`config.mk`:
```
export PLATFORM = sky130hd
export DESIGN_NAME = baud_tick_gen
export DESIGN_NICKNAME = d
export VERILOG_FILES = /design/src/rtl/baud_pkg.sv /design/src/rtl/baud_divider.sv /design/src/rtl/baud_seq.sv /design/src/rtl/baud_vote.sv /design/src/rtl/baud_tick_gen.sv
export SDC_FILE = /design/constraint.sdc
export NUM_CORES = 1
export LEC_CHECK = 0
export BUFFER_PORTS_ARGS = -buffer_cell sky130_fd_sc_hd__buf_2
export CAP_MARGIN = 10
export CORE_MARGIN = 2
export CORE_UTILIZATION = 50
export CTS_CLUSTER_SIZE = 30
export DETAILED_ROUTE_END_ITERATION = 10
export PLACE_DENSITY = 0.73
export SLEW_MARGIN = 15
export SYNTH_ARGS = -nofsm -noshare
export SYNTH_HDL_FRONTEND = slang
export SYNTH_SLANG_ARGS = --single-unit
```
`constraint.sdc`:
```
create_clock -name clk -period 5.6 [get_ports clk]
set_input_delay 0.28 -clock clk [delete_from_list [all_inputs] [get_ports clk]]
set_output_delay 0.28 -clock clk [all_outputs]
set_load 0.01 [all_outputs]
```
`src/rtl/baud_pkg.sv`:
```
package baud_pkg;
  // Strobes sent from the sequencer to the vote datapath
  typedef struct packed {
    logic capLo;   // take the early mid-bit sample
    logic capMid;  // take the centre sample
    logic commit;  // late sample is on rxIn now: decide the bit
  } voteStrobe_t;
endpackage

```
`src/rtl/baud_divider.sv`:
```
module baud_divider #(
  parameter int INT_W  = 12,
  parameter int FRAC_W = 4
) (
  input  logic              clk,
  input  logic              rstN,
  input  logic              restart,
  input  logic [INT_W-1:0]  divInt,
  input  logic [FRAC_W-1:0] divFrac,
  input  logic              overBy8,
  output logic              sampleTick
);
  localparam int CNT_W = INT_W + 1;

  logic [CNT_W-1:0]  cnt;
  logic [FRAC_W-1:0] acc;
  logic [INT_W-1:0]  intEff;
  logic [FRAC_W-1:0] fracEff;
  logic [FRAC_W:0]   accSum;
  logic              carry;
  logic [CNT_W-1:0]  limit;
  logic              clampOne;

  // A zero whole part is treated as 1.0, so the tick rate never exceeds clk.
  assign clampOne = (divInt == '0);

  // With ratio 8 the fraction is in eighths: scale by two, drop the top bit.
  always_comb begin
    if (clampOne) begin
      intEff  = INT_W'(1);
      fracEff = '0;
    end else begin
      intEff  = divInt;
      fracEff = overBy8 ? {divFrac[FRAC_W-2:0], 1'b0} : divFrac;
    end
  end

  assign accSum = {1'b0, acc} + {1'b0, fracEff};
  assign carry  = accSum[FRAC_W];
  assign limit  = {1'b0, intEff} - CNT_W'(1) + CNT_W'(carry);

  // >= keeps the strobe prompt when the divider shrinks mid-period
  assign sampleTick = (cnt >= limit);

  always_ff @(posedge clk) begin
    if (!rstN || restart) begin
      cnt <= '0;
      acc <= '0;
    end else if (sampleTick) begin
      cnt <= '0;
      acc <= accSum[FRAC_W-1:0];
    end else begin
      cnt <= cnt + CNT_W'(1);
    end
  end

  AST_CLAMP_RATE: assert property (@(posedge clk) disable iff (!rstN)
    (divInt == '0) |-> sampleTick);

  AST_TICK_GAP: assert property (@(posedge clk) disable iff (!rstN)
    (sampleTick && !restart && divInt >= INT_W'(2))
      |=> (!sampleTick || !$stable(divInt) || $past(restart)));

  AST_TICK_SINGLE: assert property (@(posedge clk) disable iff (!rstN)
    (sampleTick && !restart && divInt >= INT_W'(2) && !sampleTick == 1'b0)
      |=> (cnt == '0 || $past(restart)));
endmodule

```
`src/rtl/baud_seq.sv`:
```
module baud_seq
  import baud_pkg::*;
#(
  parameter int OSR_HI = 16,
  parameter int IDX_W  = $clog2(OSR_HI)
) (
  input  logic             clk,
  input  logic             rstN,
  input  logic             restart,
  input  logic             sampleTick,
  input  logic             overBy8,
  input  logic             oneSample,
  output logic [IDX_W-1:0] sampIdx,
  output logic             bitTick,
  output voteStrobe_t      strobe
);
  localparam int OSR_LO = OSR_HI / 2;

  logic [IDX_W-1:0] lastIdx;
  logic [IDX_W-1:0] centreIdx;
  logic             tickLive;

  assign lastIdx   = overBy8 ? IDX_W'(OSR_LO - 1) : IDX_W'(OSR_HI - 1);
  assign centreIdx = overBy8 ? IDX_W'(OSR_LO / 2) : IDX_W'(OSR_HI / 2);
  assign tickLive  = sampleTick && !restart;

  assign bitTick = sampleTick && (sampIdx >= lastIdx);

  always_ff @(posedge clk) begin
    if (!rstN || restart) begin
      sampIdx <= '0;
    end else if (sampleTick) begin
      if (sampIdx >= lastIdx) sampIdx <= '0;
      else                    sampIdx <= sampIdx + IDX_W'(1);
    end
  end

  always_comb begin
    strobe.capLo  = tickLive && !oneSample && (sampIdx == centreIdx - IDX_W'(1));
    strobe.capMid = tickLive && (sampIdx == centreIdx);
    strobe.commit = tickLive && (sampIdx == centreIdx + IDX_W'(1));
  end

  AST_IDX_ADVANCE: assert property (@(posedge clk) disable iff (!rstN)
    (sampleTick && !restart && sampIdx < lastIdx)
      |=> sampIdx == $past(sampIdx) + IDX_W'(1));

  AST_IDX_HOLD: assert property (@(posedge clk) disable iff (!rstN)
    (!sampleTick && !restart) |=> $stable(sampIdx));

  AST_BIT_WRAP: assert property (@(posedge clk) disable iff (!rstN)
    (bitTick && !restart) |=> sampIdx == '0);

  AST_RESTART_ZERO: assert property (@(posedge clk) disable iff (!rstN)
    restart |=> sampIdx == '0);
endmodule

```
`src/rtl/baud_vote.sv`:
```
module baud_vote
  import baud_pkg::*;
(
  input  logic        clk,
  input  logic        rstN,
  input  logic        rxIn,
  input  logic        oneSample,
  input  voteStrobe_t strobe,
  output logic        rxBit,
  output logic        rxNoise
);
  logic sLo;
  logic sMid;
  logic majority;
  logic disagree;

  always_comb begin
    majority = (sLo & sMid) | (sLo & rxIn) | (sMid & rxIn);
    disagree = !((sLo == sMid) && (sMid == rxIn));
  end

  always_ff @(posedge clk) begin
    if (!rstN) begin
      sLo     <= 1'b1;
      sMid    <= 1'b1;
      rxBit   <= 1'b1;
      rxNoise <= 1'b0;
    end else begin
      if (strobe.capLo)  sLo  <= rxIn;
      if (strobe.capMid) sMid <= rxIn;
      if (strobe.commit) begin
        if (oneSample) begin
          rxBit   <= sMid;
          rxNoise <= 1'b0;
        end else begin
          rxBit   <= majority;
          rxNoise <= disagree;
        end
      end
    end
  end

  AST_ONE_QUIET: assert property (@(posedge clk) disable iff (!rstN)
    (strobe.commit && oneSample) |=> !rxNoise);

  AST_DECISION_HOLD: assert property (@(posedge clk) disable iff (!rstN)
    !strobe.commit |=> ($stable(rxBit) && $stable(rxNoise)));

  AST_ONE_PICK: assert property (@(posedge clk) disable iff (!rstN)
    (strobe.commit && oneSample) |=> rxBit == $past(sMid));
endmodule

```
`src/rtl/baud_tick_gen.sv`:
```
module baud_tick_gen
  import baud_pkg::*;
#(
  parameter int INT_W  = 12,
  parameter int FRAC_W = 4,
  parameter int OSR_HI = 16,
  parameter int IDX_W  = $clog2(OSR_HI)
) (
  input  logic              clk,
  input  logic              rstN,
  input  logic              restart,
  input  logic [INT_W-1:0]  divInt,
  input  logic [FRAC_W-1:0] divFrac,
  input  logic              overBy8,
  input  logic              oneSample,
  input  logic              rxIn,
  output logic              sampleTick,
  output logic              bitTick,
  output logic [IDX_W-1:0]  sampIdx,
  output logic              rxBit,
  output logic              rxNoise
);
  voteStrobe_t strobe;

  baud_divider #(.INT_W(INT_W), .FRAC_W(FRAC_W)) u_div (
    .clk(clk), .rstN(rstN), .restart(restart),
    .divInt(divInt), .divFrac(divFrac), .overBy8(overBy8),
    .sampleTick(sampleTick)
  );

  baud_seq #(.OSR_HI(OSR_HI), .IDX_W(IDX_W)) u_seq (
    .clk(clk), .rstN(rstN), .restart(restart),
    .sampleTick(sampleTick), .overBy8(overBy8), .oneSample(oneSample),
    .sampIdx(sampIdx), .bitTick(bitTick), .strobe(strobe)
  );

  baud_vote u_vote (
    .clk(clk), .rstN(rstN), .rxIn(rxIn), .oneSample(oneSample),
    .strobe(strobe), .rxBit(rxBit), .rxNoise(rxNoise)
  );

  AST_RESET_IDLE: assert property (@(posedge clk)
    !rstN |=> (rxBit && !rxNoise && sampIdx == '0));
endmodule

```
==> flow_metrics.env <==
export IMPL_place_hpwl_um=2870
export IMPL_htree_levels=1
export IMPL_area_growth_pct=12.5
export IMPL_path_clk_slew_ns=0.09
export IMPL_remaining_drc_errors=0
export IMPL_postSynthAreaPerCell_um2=8.43
export IMPL_avgRoutedWirePerCell_um=11.9
export IMPL_crit_cells=21
export IMPL_synth_area_mm2=0.00185
export IMPL_grt_max_degree=15
export IMPL_overflow=0
export IMPL_grt_first_pass_wirelength_um=6240
export IMPL_holdWs_ns=0.323
export IMPL_cpMostUsedCell="ha_1"
export IMPL_hp_class="in2reg"
export IMPL_hold_viol=0
export IMPL_tns_ns=0
export IMPL_num_vias=1554
export IMPL_num_io_pins=30
export IMPL_ys_seq_area_frac=0.271
export IMPL_die_h_um=64.8
export IMPL_p_leak_uw=0.000902
export IMPL_synth_edff_count=0
export IMPL_yosysWarningCount=0
export IMPL_cap_violations=0
export IMPL_crit_start="divInt[6]"
export IMPL_track_usage=0.188
export IMPL_critical_path_startpoint_type="input pin"
export IMPL_cp_end_kind="primary output"
export IMPL_antenna_cells=0
export IMPL_r2r_end="u_div.cnt[2]"
export IMPL_min_period_ns=4.90
export IMPL_tritoncts="yes"
export IMPL_r2r_slack_ns=1.67
export IMPL_worstSetupEndpoint="sampleTick"
export IMPL_synth_nets=268
export IMPL_required_ns=5.32
export IMPL_crit_path_max_fanout=14
export IMPL_worstPathCellList="buf_2, nor4_1, and4_1, nor3b_1, ha_1, inv_1, fa_1, inv_1, a21o_1, a21oi_1, ha_1, ha_1, nor3b_2, nand2_1, nor3_1, xnor2_1, ha_1, and4_1, a221oi_2, nand2_2, buf_2"
export IMPL_ant_nets=0
export IMPL_antenna_found_initial=0
export IMPL_tightest_slew_ns=0.551
export IMPL_final_max_slew_viol_count=0
export IMPL_drive_above_1_share=0.161
export IMPL_dr_first_iter_drc_count=77
export IMPL_rows=22
export IMPL_finalNetCount=298
export IMPL_max_freq_mhz=204
export IMPL_cts_hold_buf=0
export IMPL_async_flop_share=0
export IMPL_core_area_mm2=0.00361
export IMPL_p_per_area_mw_per_mm2=159
export IMPL_clk_path_buf_depth=2
export IMPL_clock_root_buffer="clkbuf_8"
export IMPL_crit_buf_inv=4
export IMPL_initial_utilization=0.512
export IMPL_routed_via_density=5.25
export IMPL_numPortBuffers=29
export IMPL_slowest_stage="nor4_1"
export IMPL_critPathArrivalTime_ns=4.62
export IMPL_final_area_mm2=0.00208
export IMPL_min_period_over_period=0.874
export IMPL_drtPass1Iterations=4
export IMPL_drt_total_wl_um=3530
export IMPL_synth_cell_type_count=39
export IMPL_crit_type="in2out"
export IMPL_clock_latency_ns=0.26
export IMPL_die_area_mm2=0.00419
export IMPL_grt_pass1_vias=1473
export IMPL_synthCells=219
export IMPL_critPathTopFamily="simple AND/OR/NAND/NOR gates"
export IMPL_critPathMaxStageDelay_ns=0.51
export IMPL_cts_buffers=3
export IMPL_finalClockSkew_ns=0.00194
export IMPL_ir_drop_uv=79.1
export IMPL_total_power_uw=330
export IMPL_rr_worst_depth=18
export IMPL_postPlaceCellArea_mm2=0.00203
export IMPL_synth_ff_type="dfxtp_1"
export IMPL_r2r_start="u_div.acc[0]"
export IMPL_cts_sinks=25
export IMPL_outcome="finished clean"
export IMPL_gp_congestion=0.813
export IMPL_die_w_um=64.8
export IMPL_synth_seq_cells=25
export IMPL_relSlewSlack=0.629
export IMPL_rsz0062_at_grt="no"
export IMPL_setup_viol=0
-- per-layer routing --
metal | vias up | global-route usage | part of all wire
li1 | 817 | - | -
met1 | 702 | 0.247 | 0.50
met2 | 31 | 0.314 | 0.45
met3 | 4 | 0.0260 | 0.033
met4 | 0 | 0.0638 | 0.011
met5 | - | 0 | 0
-- synthesized netlist by cell type, types with 3 or more instances --
library cell,n,area [um^2]
xor2_1,9,78.8
nand3_1,9,45.0
inv_1,12,45.0
nor2_1,37,139
nor3_1,3,15.0
nor2b_1,3,18.8
mux2i_1,10,100
xnor2_1,15,131
nand2_1,17,63.8
a21oi_1,9,45.0
a211oi_1,3,22.5
dfxtp_1,25,500
nor4_1,3,18.8
ha_1,26,325
nand4_1,3,18.8
and3_1,4,25.0
-- cell usage in the layout (no fill, tap or decap), types with 2 or more instances in the layout --
cell type / count
nor2_1: 37
buf_2: 29
ha_1: 26
dfxtp_1: 25
nand2_1: 17
xnor2_1: 15
inv_1: 12
mux2i_1: 10
nand3_1: 9
a21oi_1: 9
xor2_1: 9
and3_1: 4
nand4_1: 3
nor4_1: 3
nor3_1: 3
a211oi_1: 3
nor2b_1: 3
clkbuf_8: 3
and4_1: 2
o21ai_0: 2
a21o_1: 2
a31oi_1: 2
nand2b_1: 2
and2_1: 2
-- kinds of logic (layout without fill, tap and decap cells) --
| logic type | count (synthesis) | count (layout) | synth area share |
|---|---|---|---|
| simple gates | 92 | 92 | 0.238 |
| fa+ha+maj | 27 | 27 | 0.187 |
| flops | 25 | 25 | 0.271 |
| compound gates | 24 | 24 | 0.0922 |
| xor+xnor | 24 | 24 | 0.114 |
| buf+inv | 16 | 45 | 0.0373 |
| mux | 11 | 11 | 0.0603 |
-- through the flow --
step	setup WS, ns	util	cells
after detailed placement	0.443	0.562	292
after CTS	0.506	0.575	296
after global placement	0.615	0.562	292
final	0.703	0.576	296
after global routing	0.231	0.576	296
after floorplan	1.13	-	219
-- worst min-delay path by stage --
stage,startpoint,endpoint,depth (start not counted)
finish,rxIn,u_vote.sLo,3
global route,rstN,u_vote.rxNoise,3
CTS,rxIn,u_vote.sLo,3
detailed placement,u_div.cnt[0],u_div.cnt[0],1
global placement,u_vote.rxNoise,u_vote.rxNoise,2
floorplan,rstN,u_vote.rxNoise,2
-- power by group --
group          internal, uW  switching, uW  total [uW]
combinational          19.6           24.3        43.9
sequential              178          0.636         179
clock                  50.9           56.7         108
total                   249           81.7         330
-- flip-flops by register name (all words and copies together), names as in the netlist --
name            flops
u_div.cnt          13
u_div.acc           4
u_seq.sampIdx       4
u_vote.rxBit        1
u_vote.rxNoise      1
u_vote.sLo          1
u_vote.sMid         1
-- worst reg2reg max path, delay by kind of cell (launching register included) --
kind / cells / cell delay [ns]
compound gates: 3 / 0.66
buf+inv: 2 / 0.11
flops: 1 / 0.32
fa+ha+maj: 5 / 1.02
xor+xnor: 1 / 0.15
simple gates: 7 / 1.61
-- area by class of cell --
type,count,area (um^2)
sequential,25,500
fill,357,1530
inverter,12,45.0
multi-input combinational,178,1280
timing repair buffer,29,145
tap,48,60.1
clock buffer,4,45.0
-- repair_timing --
action	4_1_cts	5_1_grt
gates resized for setup	0	1
buffers inserted	0	0
endpoints found under the setup margin	0	1
Note: power is estimated with default switching activity, not from simulation.
